File: src/rtl/xcvrPkg.sv
package xcvrPkg;

  // Strobes handed from a path controller to its storage slice
  typedef struct packed {
    logic load;   // store takes the source data at this edge
    logic drive;  // far bus lanes are driven
  } pathStrobe_t;

endpackage

File: src/rtl/xcvrPathCtrl.sv
module xcvrPathCtrl
  import xcvrPkg::*;
(
  input  logic        clk,
  input  logic        rstN,
  input  logic        enN,
  input  logic        latN,
  input  logic        oeN,
  output pathStrobe_t strb
);

  logic pathOpen;
  logic wasOpen;

  assign pathOpen = ~enN & ~latN;

  // Remember whether the path was open at the previous edge, so the
  // first closed edge can still capture.
  always_ff @(posedge clk or negedge rstN) begin
    if (!rstN) wasOpen <= 1'b0;
    else       wasOpen <= pathOpen;
  end

  always_comb begin
    strb.load  = pathOpen | wasOpen;
    strb.drive = rstN & ~enN & ~oeN;
  end

endmodule

File: src/rtl/xcvrPathData.sv
module xcvrPathData
  import xcvrPkg::*;
#(
  parameter int LANES = 8
) (
  input  logic             clk,
  input  logic             rstN,
  input  pathStrobe_t      strb,
  input  logic [LANES-1:0] din,
  output logic [LANES-1:0] dout,
  output logic [LANES-1:0] doe
);

  logic [LANES-1:0] store;

  always_ff @(posedge clk or negedge rstN) begin
    if (!rstN)          store <= '0;
    else if (strb.load) store <= din;
  end

  assign dout = store;
  assign doe  = {LANES{strb.drive}};

endmodule

File: src/rtl/xcvrDual.sv
module xcvrDual
  import xcvrPkg::*;
#(
  parameter int SECTIONS = 2,
  parameter int LANES    = 8,
  localparam int WIDTH   = SECTIONS * LANES
) (
  input  logic                clk,
  input  logic                rstN,
  input  logic [WIDTH-1:0]    aIn,
  output logic [WIDTH-1:0]    aOut,
  output logic [WIDTH-1:0]    aOe,
  input  logic [WIDTH-1:0]    bIn,
  output logic [WIDTH-1:0]    bOut,
  output logic [WIDTH-1:0]    bOe,
  input  logic [SECTIONS-1:0] enAbN,
  input  logic [SECTIONS-1:0] latAbN,
  input  logic [SECTIONS-1:0] oeAbN,
  input  logic [SECTIONS-1:0] enBaN,
  input  logic [SECTIONS-1:0] latBaN,
  input  logic [SECTIONS-1:0] oeBaN,
  output logic [SECTIONS-1:0] clash
);

  pathStrobe_t abStrb [SECTIONS];
  pathStrobe_t baStrb [SECTIONS];

  for (genvar s = 0; s < SECTIONS; s++) begin : gSect
    xcvrPathCtrl uAbCtrl (
      .clk(clk), .rstN(rstN),
      .enN(enAbN[s]), .latN(latAbN[s]), .oeN(oeAbN[s]),
      .strb(abStrb[s])
    );
    xcvrPathCtrl uBaCtrl (
      .clk(clk), .rstN(rstN),
      .enN(enBaN[s]), .latN(latBaN[s]), .oeN(oeBaN[s]),
      .strb(baStrb[s])
    );
    xcvrPathData #(.LANES(LANES)) uAbData (
      .clk(clk), .rstN(rstN), .strb(abStrb[s]),
      .din(aIn[s*LANES +: LANES]),
      .dout(bOut[s*LANES +: LANES]),
      .doe(bOe[s*LANES +: LANES])
    );
    xcvrPathData #(.LANES(LANES)) uBaData (
      .clk(clk), .rstN(rstN), .strb(baStrb[s]),
      .din(bIn[s*LANES +: LANES]),
      .dout(aOut[s*LANES +: LANES]),
      .doe(aOe[s*LANES +: LANES])
    );

    assign clash[s] = abStrb[s].drive & baStrb[s].drive;

    AST_AB_RELEASE: assert property (@(posedge clk) disable iff (!rstN)
      (enAbN[s] | oeAbN[s]) |-> (bOe[s*LANES +: LANES] == '0));
    AST_BA_RELEASE: assert property (@(posedge clk) disable iff (!rstN)
      (enBaN[s] | oeBaN[s]) |-> (aOe[s*LANES +: LANES] == '0));
    AST_AB_FOLLOW: assert property (@(posedge clk) disable iff (!rstN)
      (!enAbN[s] && !latAbN[s]) |=> (bOut[s*LANES +: LANES] == $past(aIn[s*LANES +: LANES])));
    AST_AB_HOLD: assert property (@(posedge clk) disable iff (!rstN)
      ((enAbN[s] | latAbN[s]) && $past(enAbN[s] | latAbN[s])) |=> $stable(bOut[s*LANES +: LANES]));
    AST_CLASH_FLAG: assert property (@(posedge clk) disable iff (!rstN)
      clash[s] |-> (aOe[s*LANES] && bOe[s*LANES]));
  end

  always_comb begin
    if (!rstN) begin
      AST_RESET_RELEASE: assert ((aOe == '0) && (bOe == '0));
    end
  end

endmodule

File: config.mk
export PLATFORM = sky130hd
export DESIGN_NAME = xcvrDual
export DESIGN_NICKNAME = d
export VERILOG_FILES = /design/src/rtl/xcvrPkg.sv /design/src/rtl/xcvrPathCtrl.sv /design/src/rtl/xcvrPathData.sv /design/src/rtl/xcvrDual.sv
export SDC_FILE = /design/constraint.sdc
export NUM_CORES = 1
export LEC_CHECK = 0
export BUFFER_PORTS_ARGS = -buffer_cell sky130_fd_sc_hd__clkbuf_2
export CAP_MARGIN = 20
export CORE_UTILIZATION = 25
export CTS_BUF_LIST = sky130_fd_sc_hd__clkbuf_4 sky130_fd_sc_hd__clkbuf_8
export CTS_CLUSTER_DIAMETER = 60
export DETAILED_ROUTE_END_ITERATION = 10
export GPL_ROUTABILITY_DRIVEN = 0
export RECOVER_POWER = 50
export SYNTH_ARGS = -nofsm -noshare
export SYNTH_HDL_FRONTEND = slang
export SYNTH_SLANG_ARGS = --single-unit
File: constraint.sdc
create_clock -name clk -period 1.75 [get_ports clk]
set_input_delay 0.35 -clock clk [delete_from_list [all_inputs] [get_ports clk]]
set_output_delay 0.35 -clock clk [all_outputs]
set_load 0.02 [all_outputs]
==> results of run 1 <==
-- flip-flops by register name (all words and copies together), names as in the netlist --
register	flops
gSect.uBaData.dout	16
gSect.uAbData.dout	16
gSect.uAbCtrl.wasOpen	2
gSect.uBaCtrl.wasOpen	2
-- layer usage --
metal / wire, um / GRT usage [%] / share of wire [%]
met1: 1440 / 12.6 / 45
met2: 1410 / 15.1 / 44
met3: 280 / 3.58 / 8.8
met4: 48 / 3.76 / 1.5
met5: 0 / 0 / 0
-- cell usage after synthesis --
cell type | number | area share (%)
dfrtp_1 | 36 | 55
o21bai_4 | 4 | 4.6
mux2_2 | 32 | 22
nor2_1 | 4 | 0.92
nor3b_1 | 6 | 2.8
buf_4 | 32 | 15
-- stage by stage --
step / util [%] / hold slack [ns] / setup WS, ns / area (sq um)
floorplan: - / 0.0544 / 0.0301 / 1650
global placement: 33.2 / 0.359 / 0.239 / 2110
finish: 33.8 / 0.0890 / 0.274 / 2150
detailed placement: 33.2 / 0.365 / 0.258 / 2110
global route: 33.8 / 0.122 / 0.101 / 2150
CTS: 34.8 / 0.0520 / 0.259 / 2210
-- layout make-up --
class | count | share of cell area, %
clock buffers | 7 | 4.49
well taps | 77 | 4.49
multi-input cells | 46 | 21.5
repair buffers | 118 | 27.6
flip-flops and latches | 36 | 42.0
-- cell families (layout without fill, tap and decap cells) --
group / count (synthesis) / count (layout)
multiplexers: 32 / 32
AO/OA/AOI/OAI: 4 / 4
AND/OR/NAND/NOR: 10 / 10
buffers and inverters: 32 / 125
flip-flops: 36 / 36
-- path summary, 6_finish.rpt --
kind | startpoint | endpoint | slack, ns | cells after the start
setup / recovery | rstN | clash[0] | 0.27 | 4
hold / removal | rstN | gSect[1].uBaCtrl.wasOpen$_DFF_PN0_ | 0.09 | 2
setup reg to reg | gSect[1].uBaCtrl.wasOpen$_DFF_PN0_ | gSect[1].uBaData.dout[4]$_DFFE_PN0P_ | 0.52 | 2
hold reg to reg | gSect[1].uBaData.dout[2]$_DFFE_PN0P_ | gSect[1].uBaData.dout[2]$_DFFE_PN0P_ | 0.51 | 1
max in group asynchronous | rstN | gSect[1].uAbCtrl.wasOpen$_DFF_PN0_ | 0.78 | 2
min in group clk | latBaN[1] | gSect[1].uBaCtrl.wasOpen$_DFF_PN0_ | 0.23 | 2
-- power by group through the flow --
stage / sequential [mW] / clock, mW / combinational, mW
final: 0.988 / 0.635 / 0.522
after global placement: 1.00 / 0 / 0.544
after global routing: 1.00 / 0.719 / 0.561
after CTS: 0.989 / 0.678 / 0.550
after detailed placement: 1.00 / 0 / 0.550
after floorplan: 1.13 / 0 / 0.223
==> impl_metrics.json, run 1 <==
{
  "crit_family": "simple AND/OR/NAND/NOR gates",
  "p_switching_mw": 0.636,
  "max_freq_ghz": 0.678,
  "synth-warning-count": 0,
  "drv_slew": 0,
  "path_max_fanout": 7,
  "multi_input_area_sq_um": 460,
  "swShare_pct": 29.7,
  "status": "completed",
  "synth_xor_area_share_pct": 0,
  "start_util_pct": 25.8,
  "post-cts-setup-buffers": 0,
  "seqPwrFrac_pct": 46.0,
  "crit_path_top_delay_cell": "nor3b_1",
  "final_cell_mix": "clkbuf_2 (107), dfrtp_1 (36), mux2_2 (32), clkbuf_8 (7), clkbuf_1 (7)",
  "cts.clk_slew.worst_paths_ns": 0.07,
  "wirelength_mm": 3.18,
  "total_power_mw": 2.15,
  "cts.sinks": 36,
  "worstMarginPinSlew_ns": 0.955,
  "synth_fp_nets": 160,
  "cp_num_buf_inv": 2,
  "synth-simple-area-share_pct": 3.67,
  "die_y_um": 82.9,
  "irDropWorstVdd_v": 0.000361,
  "post-route-min-period_ns": 1.48,
  "powerDensity_nw_per_um2": 1000,
  "layout_commonest_cell": "clkbuf_2",
  "hold_buffers": 0,
  "p_leak_nw": 1.12,
  "drc": 0,
  "max_stage_delay_ns": 0.25,
  "dr.first_iter.drc_count": 20,
  "cap_violations": 0,
  "p_int_mw": 1.51,
  "fin_skew_ns": 0.00834,
  "core_sq_um": 6350,
  "clkLatencyLatePin_ns": 0.28,
  "layout-drive-gt1-share_pct": 73.4,
  "grt_max_degree": 19,
  "drt_pass1_iterations": 4,
  "synthesis.area_sq_um": 1640,
  "portBuffers": 111,
  "grt_pass1_wl_mm": 5.26,
  "cts_buffers": 5,
  "place_inst": 277,
  "yosysSeqAreaShare_pct": 55.0,
  "wl_per_cell_um": 11.2,
  "cp.required_ns": 1.40,
  "worstSetupEndpointType": "output pin",
  "synthDistinctLibCells": 6,
  "slew-limit-headroom_pct": 36.3,
  "crit_path_frequent_cell": "clkbuf_2",
  "grt_usage_pct": 9.82,
  "vias": 1149,
  "vias_per_cell": 4.05,
  "synthAdderAreaFrac_pct": 0,
  "fp-row-count": 29,
  "seqCellArea_sq_um": 901,
  "fin_tns_setup_ns": 0,
  "syn_to_final_growth_pct": 31.1,
  "chipWidth_um": 82.9,
  "tritoncts": "done",
  "fin_cells": 284,
  "synth_cells": 114,
  "crit_arrival_ns": 1.13,
  "hold_viol_final": 0,
  "dpl.hpwl_mm": 2.61,
  "nets": 253,
  "power_frac_clock_pct": 29.6,
  "cts-htree-levels": 2,
  "muxShareOfSynthArea_pct": 22.0,
  "die_area_sq_um": 6870,
  "synth-compound-area-share_pct": 4.59,
  "setup_viol": 0,
  "ys_seq_elements": 36,
  "path_cells": "clkbuf_2 > nor3b_1 > nor3b_2 > clkbuf_2",
  "start_kind": "input pin",
  "grt_pass1_vias": 1084,
  "grt.overflow.total": 0,
  "crit_type": "in2out",
  "fin_crit_sh_pct": 84.3,
  "synth_top_family_by_area": "multiplexers",
  "rsz0062_at_grt": "false",
  "syn_avg_cell_area_sq_um": 14.4,
  "drtAntennaViolNets": 0,
  "hp-class": "in2async",
  "post_cts_resize_count": 0,
  "diodes": 0,
  "clockRootBuffer": "clkbuf_8",
  "antenna_found_initial": 0,
  "pin_count": 112,
  "ctsLongestPathBuffers": 2,
  "fillers": 658,
  "combinationalPowerShare_pct": 24.3
}
No activity file was read; power rests on OpenSTA's default activity.
==> run 2: changes to the inputs <==
--- a/config.mk
+++ b/config.mk
@@ -5,6 +5,7 @@
 export SDC_FILE = /design/constraint.sdc
 export NUM_CORES = 1
 export LEC_CHECK = 0
+export ABC_AREA = 1
 export BUFFER_PORTS_ARGS = -buffer_cell sky130_fd_sc_hd__clkbuf_2
 export CAP_MARGIN = 20
 export CORE_UTILIZATION = 25
==> constraint.sdc (replaced) <==
create_clock -name clk -period 1.4 [get_ports clk]
set_input_delay 0.28 -clock clk [delete_from_list [all_inputs] [get_ports clk]]
set_output_delay 0.28 -clock clk [all_outputs]
set_load 0.02 [all_outputs]
==> run 2 against run 1 <==
Critical endpoint is now bOe[8]. Synthesized area increased by 11%. Combinational power increased by 25%. Power increased by 24%. Final cell count increased by 37%. Die area increased by 11%.
==> impl_metrics.json, run 2 <==
{
  "layout-drive-gt1-share_pct": 47.6,
  "synth_most_common_cell": "nand2_1",
  "postPlaceCellArea_sq_um": 2270,
  "dr.first_iter.drc_count": 36,
  "diodes": 0,
  "grt_pass1_wl_mm": 6.22,
  "final_cell_mix": "clkbuf_2 (112), nand2_1 (72), dfrtp_1 (36), nand3_1 (24), inv_1 (12)",
  "ys.flop_type": "dfrtp_1",
  "fin_skew_ns": 0.00190,
  "dpl.hpwl_mm": 3.17,
  "start_kind": "input pin",
  "nets": 337,
  "reg2reg_from": "gSect[1].uAbCtrl.wasOpen$_DFF_PN0_",
  "fillers": 778,
  "endpoint": "bOe[8]",
  "die_area_sq_um": 7630,
  "worst-r2r-cell-count": 4,
  "ctsLongestPathBuffers": 2,
  "r2r-end": "gSect[1].uAbData.dout[1]$_DFFE_PN0P_",
  "post-synth-top-area-cell": "dfrtp_1",
  "synth_fp_nets": 249,
  "cts.clk_slew.worst_paths_ns": 0.07,
  "grt_usage_pct": 10.6,
  "cts_buffers": 5,
  "path_max_fanout": 8,
  "crit_start": "rstN",
  "die_y_um": 87.3,
  "fin_cells": 388,
  "synth_cells": 203,
  "slew-limit-headroom_pct": 39.0,
  "antenna_found_initial": 0,
  "portBuffers": 111,
  "tritoncts": "done",
  "grt.overflow.total": 0,
  "fin_crit_sh_pct": 89.5,
  "drv_slew": 0,
  "irDropWorstVdd_v": 0.000511,
  "cp.required_ns": 1.12,
  "cts-htree-levels": 2,
  "max_freq_ghz": 0.798,
  "setup_viol": 0,
  "wirelength_mm": 4.05,
  "clockRootBuffer": "clkbuf_8",
  "crit_type": "in2out",
  "clkLatencyLatePin_ns": 0.28,
  "drc": 0,
  "synthDistinctLibCells": 13,
  "hold_viol_final": 0,
  "synth-warning-count": 0,
  "pin_count": 112,
  "post-route-min-period_ns": 1.25,
  "synthesis.area_sq_um": 1820,
  "drtAntennaViolNets": 0,
  "wl_per_cell_um": 10.4,
  "fp-row-count": 30,
  "worstSetupEndpointType": "output pin",
  "crit_arrival_ns": 0.97,
  "vias_per_cell": 3.97,
  "powerDensity_nw_per_um2": 1170,
  "syn_to_final_growth_pct": 25.4,
  "fin_ws_ns": 0.147,
  "rsz0062_at_grt": "false",
  "pre_cts_slack_ns": 0.0384,
  "status": "completed",
  "synthArstFlopShare_pct": 100,
  "reg2reg_slack_ns": 0.21,
  "synth-edff-count": 0,
  "ys_seq_elements": 36,
  "fin_area_sq_um": 2280,
  "min_from": "aIn[2]",
  "fin_tns_setup_ns": 0,
  "layout_commonest_cell": "clkbuf_2",
  "start_util_pct": 26.4,
  "cap_violations": 0,
  "yosys-top-cells-count": "nand2_1 (68), dfrtp_1 (36), buf_4 (32), nand3_1 (24), inv_2 (10)",
  "drt_pass1_iterations": 4,
  "syn_avg_cell_area_sq_um": 8.97,
  "cts.sinks": 36,
  "core_sq_um": 6910,
  "place_inst": 380,
  "total_power_mw": 2.67,
  "synth_area_leaders": "dfrtp_1 (49%), nand2_1 (14%), buf_4 (13%)",
  "p_leak_nw": 1.41,
  "chipWidth_um": 87.3,
  "grt_pass1_vias": 1325,
  "hp-class": "in2reg",
  "synth_top_cell_area_share_pct": 49.5,
  "grt_max_degree": 37,
  "vias": 1542,
  "post-cts-setup-buffers": 0,
  "worstMarginPinSlew_ns": 0.915,
  "yosysSeqAreaShare_pct": 49.5,
  "hold_buffers": 0
}
## run 2: cell count changes after synthesis, moves of 3 or more
cell      before  now
inv_1          0    9
inv_2          0   10
mux2_2        32    0
nand2_1        0   68
nand2_4        0    3
nand3_1        0   24
nand3_2        0    8
nor3b_1        6    0
o21ai_4        0    4
o21bai_4       4    0
## run 2: cells by family after synthesis
kind of cell / after synthesis / share of synthesized area, %
buf+inv: 53 / 17.7
simple gates: 110 / 29.2
flops: 36 / 49.5
compound gates: 4 / 3.57
## run 2: where the power goes
group	internal, mW	total (mW)	switching (mW)
registers	1.16	1.23	0.0719
logic	0.225	0.651	0.426
clock network	0.440	0.787	0.347
total	1.83	2.67	0.845
## run 2: area by class of cell
type | instances | area [sq um] | share of cell area, %
Clock buffer | 8 | 97.6 | 4.28
Inverter | 21 | 78.8 | 3.45
Multi-Input combinational cell | 114 | 517 | 22.6
Sequential cell | 36 | 901 | 39.5
Tap cell | 96 | 120 | 5.26
Timing Repair Buffer | 113 | 568 | 24.9
## run 2: how the worst min path moves through the flow
| stage | endpoint | depth (start not counted) | slack [ns] |
|---|---|---|---|
| after global routing | gSect[1].uAbData.dout[3]$_DFFE_PN0P_ | 3 | 0.18 |
| after floorplan | gSect[0].uAbCtrl.wasOpen$_DFF_PN0_ | 0 | -0.02 |
| after detailed placement | gSect[0].uBaCtrl.wasOpen$_DFF_PN0_ | 2 | 0.42 |
| after CTS | gSect[1].uBaData.dout[1]$_DFFE_PN0P_ | 2 | 0.10 |
| final | gSect[0].uAbData.dout[2]$_DFFE_PN0P_ | 3 | 0.19 |
| after global placement | gSect[1].uAbCtrl.wasOpen$_DFF_PN0_ | 2 | 0.41 |
## run 2: worst max-delay path, stage by stage
cell and delay, ns:
clkbuf_2 0.11, inv_1 0.06, nor2_1 0.08, nand2_1 0.07, inv_1 0.16, clkbuf_2 0.21
## run 2: repair_timing
item / in CTS / in global routing
resized for setup: 0 / 1
endpoints found under the setup margin: 0 / 8
hold endpoints to repair: 0 / 0
## run 2: through the flow
stage | hold WS (ns) | util (%)
finish | 0.188 | 33.0
global route | 0.179 | 33.0
CTS | 0.103 | 34.3
detailed placement | 0.416 | 32.9
global placement | 0.411 | 32.9
floorplan | -0.0156 | -
## run 2: layer usage
metal	global-route usage (%)	share of wire, %	wire length (um)	vias up
li1	-	-	-	774
met1	13.7	46	1860	703
met2	16.4	46	1860	60
met3	3.70	7.5	305	5
met4	3.58	0.76	31	0
met5	0	0	0	-
==> run 3: changes to the inputs <==
--- a/config.mk
+++ b/config.mk
@@ -7,7 +7,6 @@
 export LEC_CHECK = 0
 export ABC_AREA = 1
 export BUFFER_PORTS_ARGS = -buffer_cell sky130_fd_sc_hd__clkbuf_2
-export CAP_MARGIN = 20
 export CORE_UTILIZATION = 25
 export CTS_BUF_LIST = sky130_fd_sc_hd__clkbuf_4 sky130_fd_sc_hd__clkbuf_8
 export CTS_CLUSTER_DIAMETER = 60
==> constraint.sdc (replaced) <==
create_clock -name clk -period 1.6 [get_ports clk]
set_input_delay 0.32 -clock clk [delete_from_list [all_inputs] [get_ports clk]]
set_output_delay 0.32 -clock clk [all_outputs]
set_load 0.02 [all_outputs]
==> run 3 against run 2 <==
Count of clock-buffer cells in the layout shrank 1. Design area shrank 0.11%. Clock power shrank 13%. Non-clock buffer count is the same. Sequential power shrank 12%.
==> impl_metrics.json, run 3 (same netlist as run 2, synthesis figures left out) <==
{
  "status": "completed",
  "diodes": 0,
  "grt_pass1_wl_mm": 6.07,
  "cap_violations": 0,
  "grt_usage_pct": 10.5,
  "cts.clk_slew.worst_paths_ns": 0.07,
  "fin_crit_sh_pct": 88.3,
  "crit_arrival_ns": 1.09,
  "fin_hold_ws_ns": 0.138,
  "clkLatencyLatePin_ns": 0.28,
  "post-route-min-period_ns": 1.41,
  "portBuffers": 111,
  "cp.required_ns": 1.28,
  "layout_commonest_cell": "clkbuf_2",
  "crit_path_top_delay_cell": "clkbuf_2",
  "r2r-end": "gSect[0].uAbData.dout[6]$_DFFE_PN0P_",
  "crit_start": "enAbN[0]",
  "fin_skew_ns": 0.00402,
  "p_int_mw": 1.60,
  "cp_num_buf_inv": 3,
  "postPlaceCellArea_sq_um": 2270,
  "drc": 0,
  "grt_max_degree": 28,
  "pin_count": 112,
  "vias": 1510,
  "start_util_pct": 26.4,
  "syn_to_final_growth_pct": 25.2,
  "tritoncts": "done",
  "wl_per_cell_um": 10.6,
  "slew-limit-headroom_pct": 41.2,
  "die_y_um": 87.3,
  "swShare_pct": 31.6,
  "path_max_fanout": 8,
  "reg2reg_from": "gSect[0].uAbCtrl.wasOpen$_DFF_PN0_",
  "dr.first_iter.drc_count": 42,
  "hold_buffers": 0,
  "wirelength_mm": 4.10,
  "fin_tns_setup_ns": 0,
  "antenna_found_initial": 0,
  "drtAntennaViolNets": 0,
  "total_power_mw": 2.33,
  "cts.sinks": 36,
  "nets": 337,
  "chipWidth_um": 87.3,
  "max_freq_ghz": 0.708,
  "seqPwrFrac_pct": 46.2,
  "ctsLongestPathBuffers": 2,
  "grt.overflow.total": 0,
  "worstMarginPinSlew_ns": 0.872,
  "hold_viol_final": 0,
  "rsz0062_at_grt": "false",
  "crit_family": "buffers and inverters",
  "worst-r2r-cell-count": 4,
  "p_switching_mw": 0.738,
  "post-cts-setup-buffers": 0,
  "max_stage_delay_ns": 0.20,
  "die_area_sq_um": 7630,
  "dpl.hpwl_mm": 3.21,
  "fin_area_sq_um": 2280,
  "core_sq_um": 6910,
  "post_cts_resize_count": 0,
  "drt_pass1_iterations": 4,
  "worstSetupEndpointType": "output pin",
  "p_leak_nw": 1.40,
  "path_cells": "clkbuf_2 > nor2_1 > nand2_1 > inv_1 > clkbuf_2",
  "crit_type": "in2out",
  "grt_pass1_vias": 1245,
  "hp-class": "in2async",
  "drv_slew": 0,
  "crit_path_frequent_cell": "clkbuf_2",
  "combinationalPowerShare_pct": 24.4,
  "setup_viol": 0,
  "cts_buffers": 5,
  "clockRootBuffer": "clkbuf_8",
  "start_kind": "input pin",
  "vias_per_cell": 3.90,
  "final_cell_mix": "clkbuf_2 (112), nand2_1 (72), dfrtp_1 (36), nand3_1 (24), inv_1 (11)",
  "layout-drive-gt1-share_pct": 47.4,
  "cts-htree-levels": 2,
  "endpoint": "bOe[1]",
  "reg2reg_slack_ns": 0.25,
  "powerDensity_nw_per_um2": 1020,
  "power_frac_clock_pct": 29.4,
  "irDropWorstVdd_v": 0.000493,
  "fp-row-count": 30,
  "fillers": 749,
  "crit_cells": 5
}
[run 3: cell types whose count changed in the layout (fill, tap and decap cells not counted), sizes merged]
| cell | before | now |
|---|---|---|
| buf | 1 | 0 |
| inv | 21 | 19 |
| clkinvlp | 0 | 2 |
[run 3: worst min-delay path by stage]
stage                                                       to  slack [ns]
after floorplan             gSect[0].uAbCtrl.wasOpen$_DFF_PN0_        0.02
after global placement    gSect[1].uAbData.dout[1]$_DFFE_PN0P_        0.34
after detailed placement    gSect[1].uAbCtrl.wasOpen$_DFF_PN0_        0.36
after CTS                 gSect[1].uAbData.dout[2]$_DFFE_PN0P_        0.05
after global routing      gSect[1].uAbData.dout[2]$_DFFE_PN0P_        0.21
final                     gSect[1].uAbData.dout[2]$_DFFE_PN0P_        0.14
[run 3: power by group through the flow]
stage               Clock, mW  Combinational [mW]  Sequential, mW
detailed placement          0               0.607            1.10
CTS                     0.715               0.608            1.08
finish                  0.686               0.569            1.08
global placement            0               0.599            1.10
global route            0.756               0.629            1.09
floorplan                   0               0.265            1.22
[run 3: cell type report]
type,count,area [sq um],area share [%]
clock buffer,7,96.3,4.23
inverter,21,81.3,3.57
multi-input combinational,114,517,22.7
sequential,36,901,39.5
tap,96,120,5.27
timing repair buffer,113,564,24.8
[run 3: stage by stage]
| stage | util (%) | cells | setup WS (ns) |
|---|---|---|---|
| after floorplan | - | 203 | 0.475 |
| after CTS | 34.3 | 387 | 0.0935 |
| after detailed placement | 32.9 | 380 | 0.0935 |
| final | 33.0 | 387 | 0.187 |
| after global placement | 32.9 | 380 | 0.117 |
| after global routing | 33.0 | 387 | 0.0549 |
[run 3: layer usage]
metal  GRT usage [%]  vias to the layer above  routed length [um]
met4            3.13                        0                  37
met3            3.79                        7                 307
met1            14.0                      668                1920
li1                -                      774                   -
met2            16.1                       61                1840
met5               0                        -                   0
